===== src/rtl/cs_pkg.sv =====
package cs_pkg;
  // cycles from the Y read in stage 1 to the Y write in stage 4
  localparam int CS_LAT = 4;

  // last inner index visited in row i (bubbles included)
  function automatic int row_last_j(input int n, input int i, input logic cons);
    int len;
    len = n - i;
    if (i < n - 1 && len < CS_LAT)
      return cons ? (len - 1 + CS_LAT - 1) : (CS_LAT - 1);
    return len - 1;
  endfunction
endpackage


===== src/rtl/cs_sequencer.sv =====
module cs_sequencer
  import cs_pkg::*;
#(
  parameter int NMAX = 16,
  parameter int IW   = 4,
  parameter int JW   = 5,
  parameter int NW   = 5
) (
  input  logic          clk,
  input  logic          rst,
  input  logic          start,
  input  logic          mode_cons,
  input  logic [NW-1:0] n_in,
  input  logic          pipe_busy,
  input  logic          retire,
  output logic [IW-1:0] it_i,
  output logic [JW-1:0] it_j,
  output logic          it_valid,
  output logic          it_last,
  output logic          done
);
  logic          run_q;
  logic          cons_q;
  logic [NW-1:0] n_q;
  logic          accept;
  logic          end_scan;
  logic          nxt_v;
  int            n_v, i_v, j_v, lim, nxt_i, nxt_j;

  assign accept = start && !run_q && !pipe_busy &&
                  (n_in != '0) && (int'(n_in) <= NMAX);

  // guarded successor function over the padded triangular domain
  always_comb begin
    n_v = int'(n_q);
    i_v = int'(it_i);
    j_v = int'(it_j);
    lim = row_last_j(n_v, i_v, cons_q);
    if (j_v < lim) begin
      nxt_i = i_v;
      nxt_j = j_v + 1;
    end else begin
      nxt_i = i_v + 1;
      nxt_j = 0;
    end
    nxt_v    = nxt_j < (n_v - nxt_i);
    end_scan = (i_v == n_v - 1);
  end

  always_ff @(posedge clk) begin
    if (rst) begin
      run_q    <= 1'b0;
      cons_q   <= 1'b0;
      n_q      <= '0;
      it_i     <= '0;
      it_j     <= '0;
      it_valid <= 1'b0;
      it_last  <= 1'b0;
    end else if (accept) begin
      run_q    <= 1'b1;
      cons_q   <= mode_cons;
      n_q      <= n_in;
      it_i     <= '0;
      it_j     <= '0;
      it_valid <= 1'b1;
      it_last  <= (n_in == NW'(1));
    end else if (run_q) begin
      if (end_scan) begin
        run_q    <= 1'b0;
        it_valid <= 1'b0;
        it_last  <= 1'b0;
      end else begin
        it_i     <= IW'(nxt_i);
        it_j     <= JW'(nxt_j);
        it_valid <= nxt_v;
        it_last  <= (nxt_i == n_v - 1);
      end
    end
  end

  always_ff @(posedge clk) begin
    if (rst)         done <= 1'b0;
    else if (accept) done <= 1'b0;
    else if (retire) done <= 1'b1;
  end

  // consecutive scan positions strictly increase in (i, j) order
  assert_lex_order_R2: assert property (@(posedge clk) disable iff (rst)
    (run_q && $past(run_q)) |-> ({it_i, it_j} > $past({it_i, it_j})));

  // the outer index never leaves the domain while scanning
  assert_outer_range_R2: assert property (@(posedge clk) disable iff (rst)
    run_q |-> (int'(it_i) < int'(n_q)));

  // done only rises once nothing is left in flight
  assert_done_drained_R8: assert property (@(posedge clk) disable iff (rst)
    $rose(done) |-> (!pipe_busy && !run_q && !it_valid));

  // no start is taken while work remains
  assert_no_restart_R9: assert property (@(posedge clk) disable iff (rst)
    (start && pipe_busy) |=> $stable(n_q));
endmodule


===== src/rtl/cs_datapath.sv =====
module cs_datapath #(
  parameter int NMAX = 16,
  parameter int DW   = 16,
  parameter int IW   = 4,
  parameter int JW   = 5
) (
  input  logic          clk,
  input  logic          rst,
  input  logic          s1_v,
  input  logic [IW-1:0] s1_i,
  input  logic [JW-1:0] s1_j,
  input  logic          s1_last,
  input  logic          ld_we,
  input  logic          ld_sel,
  input  logic [IW-1:0] ld_addr,
  input  logic [DW-1:0] ld_data,
  input  logic [IW-1:0] rd_addr,
  output logic [DW-1:0] rd_data,
  output logic          busy,
  output logic          retire
);
  logic [DW-1:0] mem_a [NMAX];
  logic [DW-1:0] mem_b [NMAX];
  logic [DW-1:0] mem_y [NMAX];

  // stage 2: operands read at the end of stage 1
  logic          s2_v, s2_last, s2_first;
  logic [JW-1:0] s2_j;
  logic [DW-1:0] s2_a, s2_b, s2_y;
  // stage 3: product
  logic          s3_v, s3_last, s3_first;
  logic [JW-1:0] s3_j;
  logic [DW-1:0] s3_a, s3_prod;
  // stage 4: sum, written back at the end of this stage
  logic          s4_v, s4_last;
  logic [JW-1:0] s4_j;
  logic [DW-1:0] s4_sum;

  always_ff @(posedge clk) begin
    if (ld_we && !ld_sel) mem_a[ld_addr] <= ld_data;
  end

  always_ff @(posedge clk) begin
    if (ld_we && ld_sel) mem_b[ld_addr] <= ld_data;
  end

  always_ff @(posedge clk) begin
    if (s4_v) mem_y[s4_j[IW-1:0]] <= s4_sum;
  end

  always_ff @(posedge clk) begin
    s2_a    <= mem_a[s1_i];
    s2_b    <= mem_b[s1_j[IW-1:0]];
    s2_y    <= mem_y[s1_j[IW-1:0]];
    rd_data <= mem_y[rd_addr];
  end

  always_ff @(posedge clk) begin
    if (rst) begin
      s2_v <= 1'b0; s3_v <= 1'b0; s4_v <= 1'b0;
      s2_last <= 1'b0; s3_last <= 1'b0; s4_last <= 1'b0;
    end else begin
      s2_v <= s1_v; s2_last <= s1_v && s1_last;
      s3_v <= s2_v; s3_last <= s2_last;
      s4_v <= s3_v; s4_last <= s3_last;
    end
  end

  always_ff @(posedge clk) begin
    s2_j     <= s1_j;
    s2_first <= (s1_i == '0);
    s3_j     <= s2_j;
    s3_first <= s2_first;
    s3_a     <= s2_a;
    s3_prod  <= DW'(s2_y * s2_b);
    s4_j     <= s3_j;
    s4_sum   <= s3_first ? s3_a : DW'(s3_a + s3_prod);
  end

  assign busy   = s2_v || s3_v || s4_v;
  assign retire = s4_v && s4_last;

  // a Y read for i >= 1 never overlaps a pending write to the same entry
  assert_raw_distance_R5: assert property (@(posedge clk) disable iff (rst)
    (s1_v && s1_i != '0) |->
      !((s2_v && s2_j == s1_j) || (s3_v && s3_j == s1_j) || (s4_v && s4_j == s1_j)));

  // a retiring item always carries a real in-range index
  assert_write_in_range_R7: assert property (@(posedge clk) disable iff (rst)
    s4_v |-> (int'(s4_j) < NMAX));
endmodule


===== src/rtl/coalesced_scan.sv =====
module coalesced_scan
  import cs_pkg::*;
#(
  parameter int NMAX = 16,
  parameter int DW   = 16,
  localparam int IW  = $clog2(NMAX),
  localparam int JW  = $clog2(NMAX + CS_LAT),
  localparam int NW  = $clog2(NMAX + 1)
) (
  input  logic          clk,
  input  logic          rst,
  input  logic          start,
  input  logic          mode_cons,
  input  logic [NW-1:0] n_in,
  input  logic          ld_we,
  input  logic          ld_sel,
  input  logic [IW-1:0] ld_addr,
  input  logic [DW-1:0] ld_data,
  input  logic [IW-1:0] rd_addr,
  output logic [DW-1:0] rd_data,
  output logic [IW-1:0] it_i,
  output logic [JW-1:0] it_j,
  output logic          it_valid,
  output logic          done
);
  logic pipe_busy;
  logic retire;
  logic it_last;

  cs_sequencer #(.NMAX(NMAX), .IW(IW), .JW(JW), .NW(NW)) u_seq (
    .clk(clk), .rst(rst), .start(start), .mode_cons(mode_cons), .n_in(n_in),
    .pipe_busy(pipe_busy), .retire(retire),
    .it_i(it_i), .it_j(it_j), .it_valid(it_valid), .it_last(it_last), .done(done)
  );

  cs_datapath #(.NMAX(NMAX), .DW(DW), .IW(IW), .JW(JW)) u_dp (
    .clk(clk), .rst(rst),
    .s1_v(it_valid), .s1_i(it_i), .s1_j(it_j), .s1_last(it_last),
    .ld_we(ld_we), .ld_sel(ld_sel), .ld_addr(ld_addr), .ld_data(ld_data),
    .rd_addr(rd_addr), .rd_data(rd_data), .busy(pipe_busy), .retire(retire)
  );
endmodule


===== config.mk =====
export PLATFORM = sky130hd
export DESIGN_NAME = coalesced_scan
export DESIGN_NICKNAME = d
export VERILOG_FILES = /design/src/rtl/cs_pkg.sv /design/src/rtl/cs_sequencer.sv /design/src/rtl/cs_datapath.sv /design/src/rtl/coalesced_scan.sv
export SDC_FILE = /design/constraint.sdc
export NUM_CORES = 1
export LEC_CHECK = 0
export BUFFER_PORTS_ARGS = -buffer_cell sky130_fd_sc_hd__clkbuf_2
export CAP_MARGIN = 20
export CORE_UTILIZATION = 63
export DETAILED_ROUTE_END_ITERATION = 6
export PLACE_DENSITY = 0.86
export SYNTH_ARGS = -nofsm -noshare
export SYNTH_HDL_FRONTEND = slang
export SYNTH_HIERARCHICAL = 1
export SYNTH_SLANG_ARGS = --single-unit

===== constraint.sdc =====
create_clock -name clk -period 9.3 [get_ports clk]
set_input_delay 0 -clock clk [delete_from_list [all_inputs] [get_ports clk]]
set_output_delay 0 -clock clk [all_outputs]
set_load 0.02 [all_outputs]

## Word-level counts from Yosys, hierarchy flattened

Memories as Yosys holds them, arrays and structs flattened. A register that Yosys moved wholly into a read port is not among the register bits.
Cells that the tools add are included.

- Flip-flop bits (word level): 87
- Latch bits: 0
- Memory bits (writable): 768
- Memory bits (read-only): 0
- Output and inout bits: 27
- Logic and storage cells: 85
- Memories kept: 3

Memory list:

| name | words | width | rd ports | clocked after Yosys merged registers in | write ports | line | source |
|---|---|---|---|---|---|---|---|
| u_dp.mem_a | 16 | 16 | 1 | 1 | 1 | cs_datapath.sv:22 | `logic [DW-1:0] mem_a [NMAX];` |
| u_dp.mem_b | 16 | 16 | 1 | 1 | 1 | cs_datapath.sv:23 | `logic [DW-1:0] mem_b [NMAX];` |
| u_dp.mem_y | 16 | 16 | 2 | 2 | 1 | cs_datapath.sv:24 | `logic [DW-1:0] mem_y [NMAX];` |

- Add/sub/neg operators: 9
- Multiply operators: 1
- Divide/modulo/power cells: 0
- Order comparisons: 5
- Equality and inequality tests: 3
- Shift-type cells: 0
- Mux-type cells: 22
- Bitwise operators: 1
- Reduce and logical (&&, ||, !) cells: 19

Operators with widths:

| operator | number |
|---|---|
| 32-bit 2-to-1 mux | 5 |
| 32-bit by 2-bit subtractor with 32-bit output, second input constant | 2 |
| 32-bit by 4-bit adder with 32-bit output, second input constant | 1 |
| 32-bit equality test | 1 |
| 5-bit by 32-bit equality test with 1-bit output | 1 |
| 32-bit < comparator | 1 |
| 32-bit by 4-bit < comparator with 1-bit output, second input constant | 1 |
| 5-bit by 32-bit < comparator with 1-bit output | 1 |
| 6-bit by 32-bit < comparator with 1-bit output | 1 |
| 6-bit by 32-bit subtractor with 32-bit output | 1 |
| 16-bit adder | 1 |
| 16-bit by 16-bit multiplier with 16-bit output | 1 |
| 1-bit 2-to-1 mux | 16 |
| 16-bit 2-to-1 mux | 1 |
| 1-bit logical AND | 9 |
| 5-bit by 1-bit adder with 6-bit output, second input constant | 1 |
| 5-bit by 1-bit subtractor with 6-bit output, second input constant | 1 |
| 5-bit by 4-bit subtractor with 6-bit output | 1 |
| 4-bit by 1-bit adder with 5-bit output, second input constant | 1 |
| 5-bit by 1-bit equality test with 1-bit output, second input constant | 1 |
| 5-bit less-or-equal comparator, second input constant | 1 |
| 5-bit nonzero test | 1 |
| 4-bit logical NOT | 1 |
| 1-bit logical NOT | 3 |
| 5 further kinds | 6 |

## Depth between registers and ports, before layout

- Word-level depth: 14
- Gate-level depth with buffers: 36

## Hierarchy

Netlist, hierarchy kept.

Modules (own cells, without submodules):

| module | times used | cells an instance | area each (sq um) | seq. area each (sq um) |
|---|---|---|---|---|
| cs_datapath | 1 | 2,006 | 38,894.8 | 25,704.7 |
| cs_sequencer | 1 | 342 | 2,767.7 | 380.4 |

## Worst setup path before layout

OpenSTA, ideal clock, no wires.

- Kind: register to register
- Start point: register u_seq.it_i[2]
- End point: register u_seq.it_valid
- Data arrival time: 6,783 ps
- Required time: 9,222 ps
- Path slack: 2,439 ps
- Stages on the path, launching flop included: 36
- Path buffers: 1
- Period minus slack after synthesis: 6,861 ps
- Cells stage by stage: dfxtp_1 clkbuf_1 inv_1 ha_1 or2_4 o221a_2 and3_4 nor4_4 nand2_2 nor3_1 a21oi_1 a2bb2oi_1 ha_1 o21a_1 o21ai_0 a21boi_0 nand2_1 a21oi_2 a311oi_4 nor3_1 nor2_1 xnor2_1 ha_1 inv_1 ha_1 a221oi_2 o21ai_0 o21ai_0 fa_1 ha_1 o21a_1 o21ai_0 nor2_1 a211oi_1 a21oi_1 a32oi_1

RTL lines:

| item | line | source |
|---|---|---|
| start, declared | cs_sequencer.sv:16 | `output logic [IW-1:0] it_i,` |
| start signal, assigned | cs_sequencer.sv:73 | `it_i <= IW'(nxt_i);` |
| end signal, assigned | cs_sequencer.sv:75 | `it_valid <= nxt_v;` |
| end, declared | cs_sequencer.sv:18 | `output logic it_valid,` |

## Worst setup path after layout

- Start point: register u_seq.it_i[2]
- End point: register u_seq.it_valid

- Longest elaborated chain between the ends: 14

Ends and longest elaborated chain:

| item | line | source |
|---|---|---|
| 5-bit by 4-bit subtractor with 6-bit output | cs_pkg.sv:8 | `len = n - i;` |
| 32-bit by 2-bit subtractor with 32-bit output | cs_pkg.sv:10, cs_pkg.sv:11 |  |
| 32-bit by 4-bit adder with 32-bit output | cs_pkg.sv:10 | `return cons ? (len - 1 + CS_LAT - 1) : (CS_LAT - 1);` |
| 32-bit by 2-bit subtractor with 32-bit output | cs_pkg.sv:10 |  |
| 32-bit 2-to-1 mux | cs_pkg.sv:10 |  |
| 32-bit 2-to-1 mux | cs_pkg.sv:9 | `if (i < n - 1 && len < CS_LAT)` |
| 32-bit 2-to-1 mux | cs_pkg.sv:11 | `return len - 1;` |
| 6-bit by 32-bit < comparator with 1-bit output | cs_sequencer.sv:39 | `if (j_v < lim) begin` |
| 32-bit 2-to-1 mux | cs_sequencer.sv:39 |  |
| 6-bit by 32-bit subtractor with 32-bit output | cs_sequencer.sv:46 | `nxt_v = nxt_j < (n_v - nxt_i);` |
| 32-bit < comparator | cs_sequencer.sv:46 |  |
| 1-bit 2-to-1 mux (*) | cs_sequencer.sv:68 | `if (end_scan) begin` |
| 1-bit 2-to-1 mux (*) | cs_sequencer.sv:67 | `end else if (run_q) begin` |
| 1-bit 2-to-1 mux (*) | cs_sequencer.sv:59 | `end else if (accept) begin` |

Every way passes the cells marked *; elsewhere a longest branch is shown, timed or not. The select of a mux whose other input is x is not followed.
A chain may end at the register's enable or synchronous reset.

==> summary.md <==
Synthesis produced a netlist whose cell count is 2348. Row generation in the floorplan step produced 93 rows. The post-CTS setup buffer count came out at 0. By area the synthesized netlist is led by sky130_fd_sc_hd__edfxtp_1, sky130_fd_sc_hd__mux4_2, sky130_fd_sc_hd__dfxtp_1.

The worst hold path terminates at u_dp/mem_a[6][15]$_DFFE_PP_. The first detailed-routing pass took 7 iterations. The deepest clock path buffer count was 3; the reg-to-reg setup timing slack was 1.37 ns. Placement-stage cell area: 42900 um2.

The first-pass GRT wire length was 157 mm. The logs give 0.0334 ns for the maximum clock skew at final layout and 41700 um2 for the synthesized cell area. The synthesis-stage register bit count came out at 919. The die covers 67200 um2. Highest cell delay on the worst timing path: 0.55 ns. The area growth from synthesis to layout is 10.6%. The overall track demand over capacity in global routing was 32.4%.

The run gives 0 as the residual antenna-violating net count after detailed routing. For this design the ratio of total power to cell area is 268 nW/um2. Counting tap cells, the placed design contains a total of 3217 instances. Static timing analysis puts the maximum clock frequency at 126 MHz. The via count of the first global-routing pass came out at 24800. The run finished with clean final reports.

From left edge to right edge, the die measures 259 um. Setup repair after global routing left no endpoint under its margin. In the routed design, unresolved DRC markers number 0. Counting instances in the post-synthesis netlist gives the leading cell types as sky130_fd_sc_hd__edfxtp_1, sky130_fd_sc_hd__mux4_2, sky130_fd_sc_hd__dfxtp_1, sky130_fd_sc_hd__inv_1, sky130_fd_sc_hd__nand2_1.

The first routing iteration left 2622 violations. The number of nets in the final layout came out at 2686. Count of buffer and inverter cells on the critical path: 2.

Once layout is complete, the cells apart from fillers number 3405. The fraction of layout instances using a drive strength above 1 was 25.5%. In this run the critical register-to-register path is captured at u_seq/it_valid$_SDFFE_PP0P_. The static power due to leakage is 0.0156 uW, and the number of input and output port buffers inserted is 61. The logs give 0 for the overflow left after global routing and 105 mm for the total detailed-routing wirelength. The kind of path behind the tightest hold check is primary input to flop. On the critical path the largest part of the delay comes from compound AO/OA/AOI/OAI gates.

At the end of routability-driven placement, the weighted congestion stood at 0.867. The post-route total power was 12400 uW; the reported max-cap violation count was 0. Dominant cell type by area after synthesis: sky130_fd_sc_hd__edfxtp_1.

The launching instance or port of the critical path is u_seq/it_i[2]$_SDFFE_PP0P_. Primary flip-flop cell chosen by synthesis mapping: sky130_fd_sc_hd__edfxtp_1. Setup violations remaining at the end of the flow were counted as 0. Detailed routing inserted a total of 23200 vias. The minimum clock period after layout works out to 7.93 ns.

Relative max-transition margin: 21.8%. For the worst-skew pair, the clock arrives at the later sink with an insertion delay of 0.65 ns. For the count of yosys warnings during synthesis, the log shows 6. For the data arrival time of the worst path, the log shows 8.48 ns.

Counting distinct cell types in the post-synthesis netlist gives 97. The deepest level of the CTS H-tree is 3. The number of antenna violations at the first check in global routing was 3; the final hold violation count was 0. The startpoint identified for the worst hold timing path is ld_data[15]. The transition time of the tightest slew-check pin was 1.17 ns. Of all flip-flops after synthesis, the portion carrying an async set or reset was 0%. The worst hold path stage count is 1, and the overall die height is 259 um. After routing the design area is 46100 um2. Along the worst path, the maximum fanout reaches 27. After clock tree synthesis, the clock-pin slew on the worst setup and hold paths is 0.07 ns.

The most common cell in the netlist was sky130_fd_sc_hd__edfxtp_1. The post-CTS resize count was 0. The type of the worst setup path was flop to flop.

The number of nets handed over by synthesis was 2562. The endpoint required time on the critical path came out at 9.85 ns. Mean number of vias per cell: 6.82. Clock tree synthesis selected as its root buffer the cell sky130_fd_sc_hd__clkbuf_16. The post-route fraction of the period consumed by the critical path is 85.3%, and the number of clock sinks is 919.

The logs give 0 for the number of pins exceeding their max-slew limit in the final report and 62.6% for the sequential share of the synthesized area. In the final timing run, aggregate negative setup slack is 0 ns. Worst reg2reg path startpoint: u_seq/it_i[2]$_SDFFE_PP0P_. IR analysis of the VDD net gives a maximum drop of 0.482 mV. Counting cells, the worst reg-to-reg path comes to 33.

Dividing the detail-routed wire length by the instance count gives 30.9 um. The maximum number of pins on one net before global-route repair was 114; the share of the synthesized area in the top cell type was 55.4%. After floorplanning, the core was sized to cover 64900 um2. The cell with the largest stage delay on the worst path was sky130_fd_sc_hd__a21boi_0. The starting utilization of the core area was 64.2%; the number of buffers added by the clock tree synthesis step was 90. Hold repair after CTS inserted 18 buffers. TritonCTS built the clock tree. For the worst-case hold slack, the log shows 0.00847 ns. In this run, synthesis inferred 768 flip-flops with an integrated enable. 62 I/O pins were placed.

The type of element launching the critical path is a flop. STA classifies the critical path endpoint as a flop. The number of filler cells placed in the layout is 3720. A synthesized cell averages 17.7 um2.

The estimated wirelength of the detail-placed design came out at 60.4 mm.
-- how the worst max path moves through the flow --
stage / end / slack (ns) / cells after the start
after floorplan: u_seq/it_valid$_SDFFE_PP0P_ / 2.44 / 35
after global placement: u_seq/it_valid$_SDFFE_PP0P_ / 1.63 / 35
after detailed placement: u_seq/it_valid$_SDFFE_PP0P_ / 1.42 / 35
after CTS: u_seq/it_valid$_SDFFE_PP0P_ / 1.36 / 35
after global routing: u_seq/it_valid$_SDFFE_PP0P_ / 0.80 / 34
final: u_seq/it_valid$_SDFFE_PP0P_ / 1.37 / 33
-- cell type report --
cell class                      instances  area, um2  area share (%)
Clock buffer                          119       2440            5.30
Multi-Input combinational cell       1180      14500            31.4
Timing Repair Buffer                  140        958            2.08
Tap cell                              855       1070            2.32
Clock inverter                         48        499            1.08
Antenna cell                            3       7.51          0.0163
Inverter                              141        529            1.15
Sequential cell                       919      26100            56.7
-- registers in the layout (all words and copies together) (netlist names), 5 cells and up --
| register | cells |
|---|---|
| u_dp/mem_a | 256 |
| u_dp/mem_b | 256 |
| u_dp/mem_y | 256 |
| u_dp/rd_data | 16 |
| u_dp/s2_a | 16 |
| u_dp/s2_b | 16 |
| u_dp/s2_y | 16 |
| u_dp/s3_a | 16 |
| u_dp/s3_prod | 16 |
| u_dp/s4_sum | 16 |
| u_seq/it_j | 5 |
| u_seq/n_q | 5 |
-- layer usage --
layer | GRT usage [%] | share of wire (%) | vias up
li1 | - | - | 9447
met1 | 41.0 | 35 | 12000
met2 | 54.5 | 51 | 1501
met3 | 5.66 | 9.4 | 301
met4 | 16.1 | 4.7 | 4
met5 | 0 | 0.029 | -
-- through the flow --
step	setup WS, ns	util [%]
floorplan	2.44	-
global placement	1.63	66.1
CTS	1.36	70.9
global route	0.805	70.9
finish	1.37	71.0
detailed placement	1.42	66.1
-- power breakdown --
| group | internal [uW] | switching, uW |
|---|---|---|
| clock network | 2090 | 1550 |
| logic | 1680 | 2160 |
| registers | 4700 | 197 |
-- worst reg2reg max path, delay by kind of cell, from the launching register on --
family	cells	cell delay [ns]
AOI/OAI and AO/OA	18	3.54
adders and majority gates	5	1.67
and+or+nand+nor	7	1.45
buffers and inverters	2	0.73
DFF	1	0.31
xor gates and xnor gates	1	0.17
-- placed cells by master, fill, tap and decap left out, drive strengths merged, types with 11 or more instances in the layout --
cell type	n
a21oi	46
and2	75
buf	62
clkbuf	179
clkinv	30
dfxtp	151
dlygate4sd3	18
edfxtp	768
fa	83
ha	96
inv	146
mux4	320
nand2	110
nand2b	16
nand3	18
nand4	12
nor2	96
nor2b	15
nor3	38
o211ai	11
o21ai	31
xnor2	53
xor2	18
-- cells by family (layout without fill, tap and decap cells) --
logic type      count (synthesis)  count (layout)  synth area share (%)
xor+xnor                       72              72                  1.58
flops                         919             919                  62.6
buf+inv                       249             448                  2.90
mux                           333             333                  17.7
simple gates                  426             426                  5.22
fa+ha+maj                     180             180                  6.90
other cells                     0               3                     0
compound gates                169             169                  3.11
Power figures use the tool's default switching activity.
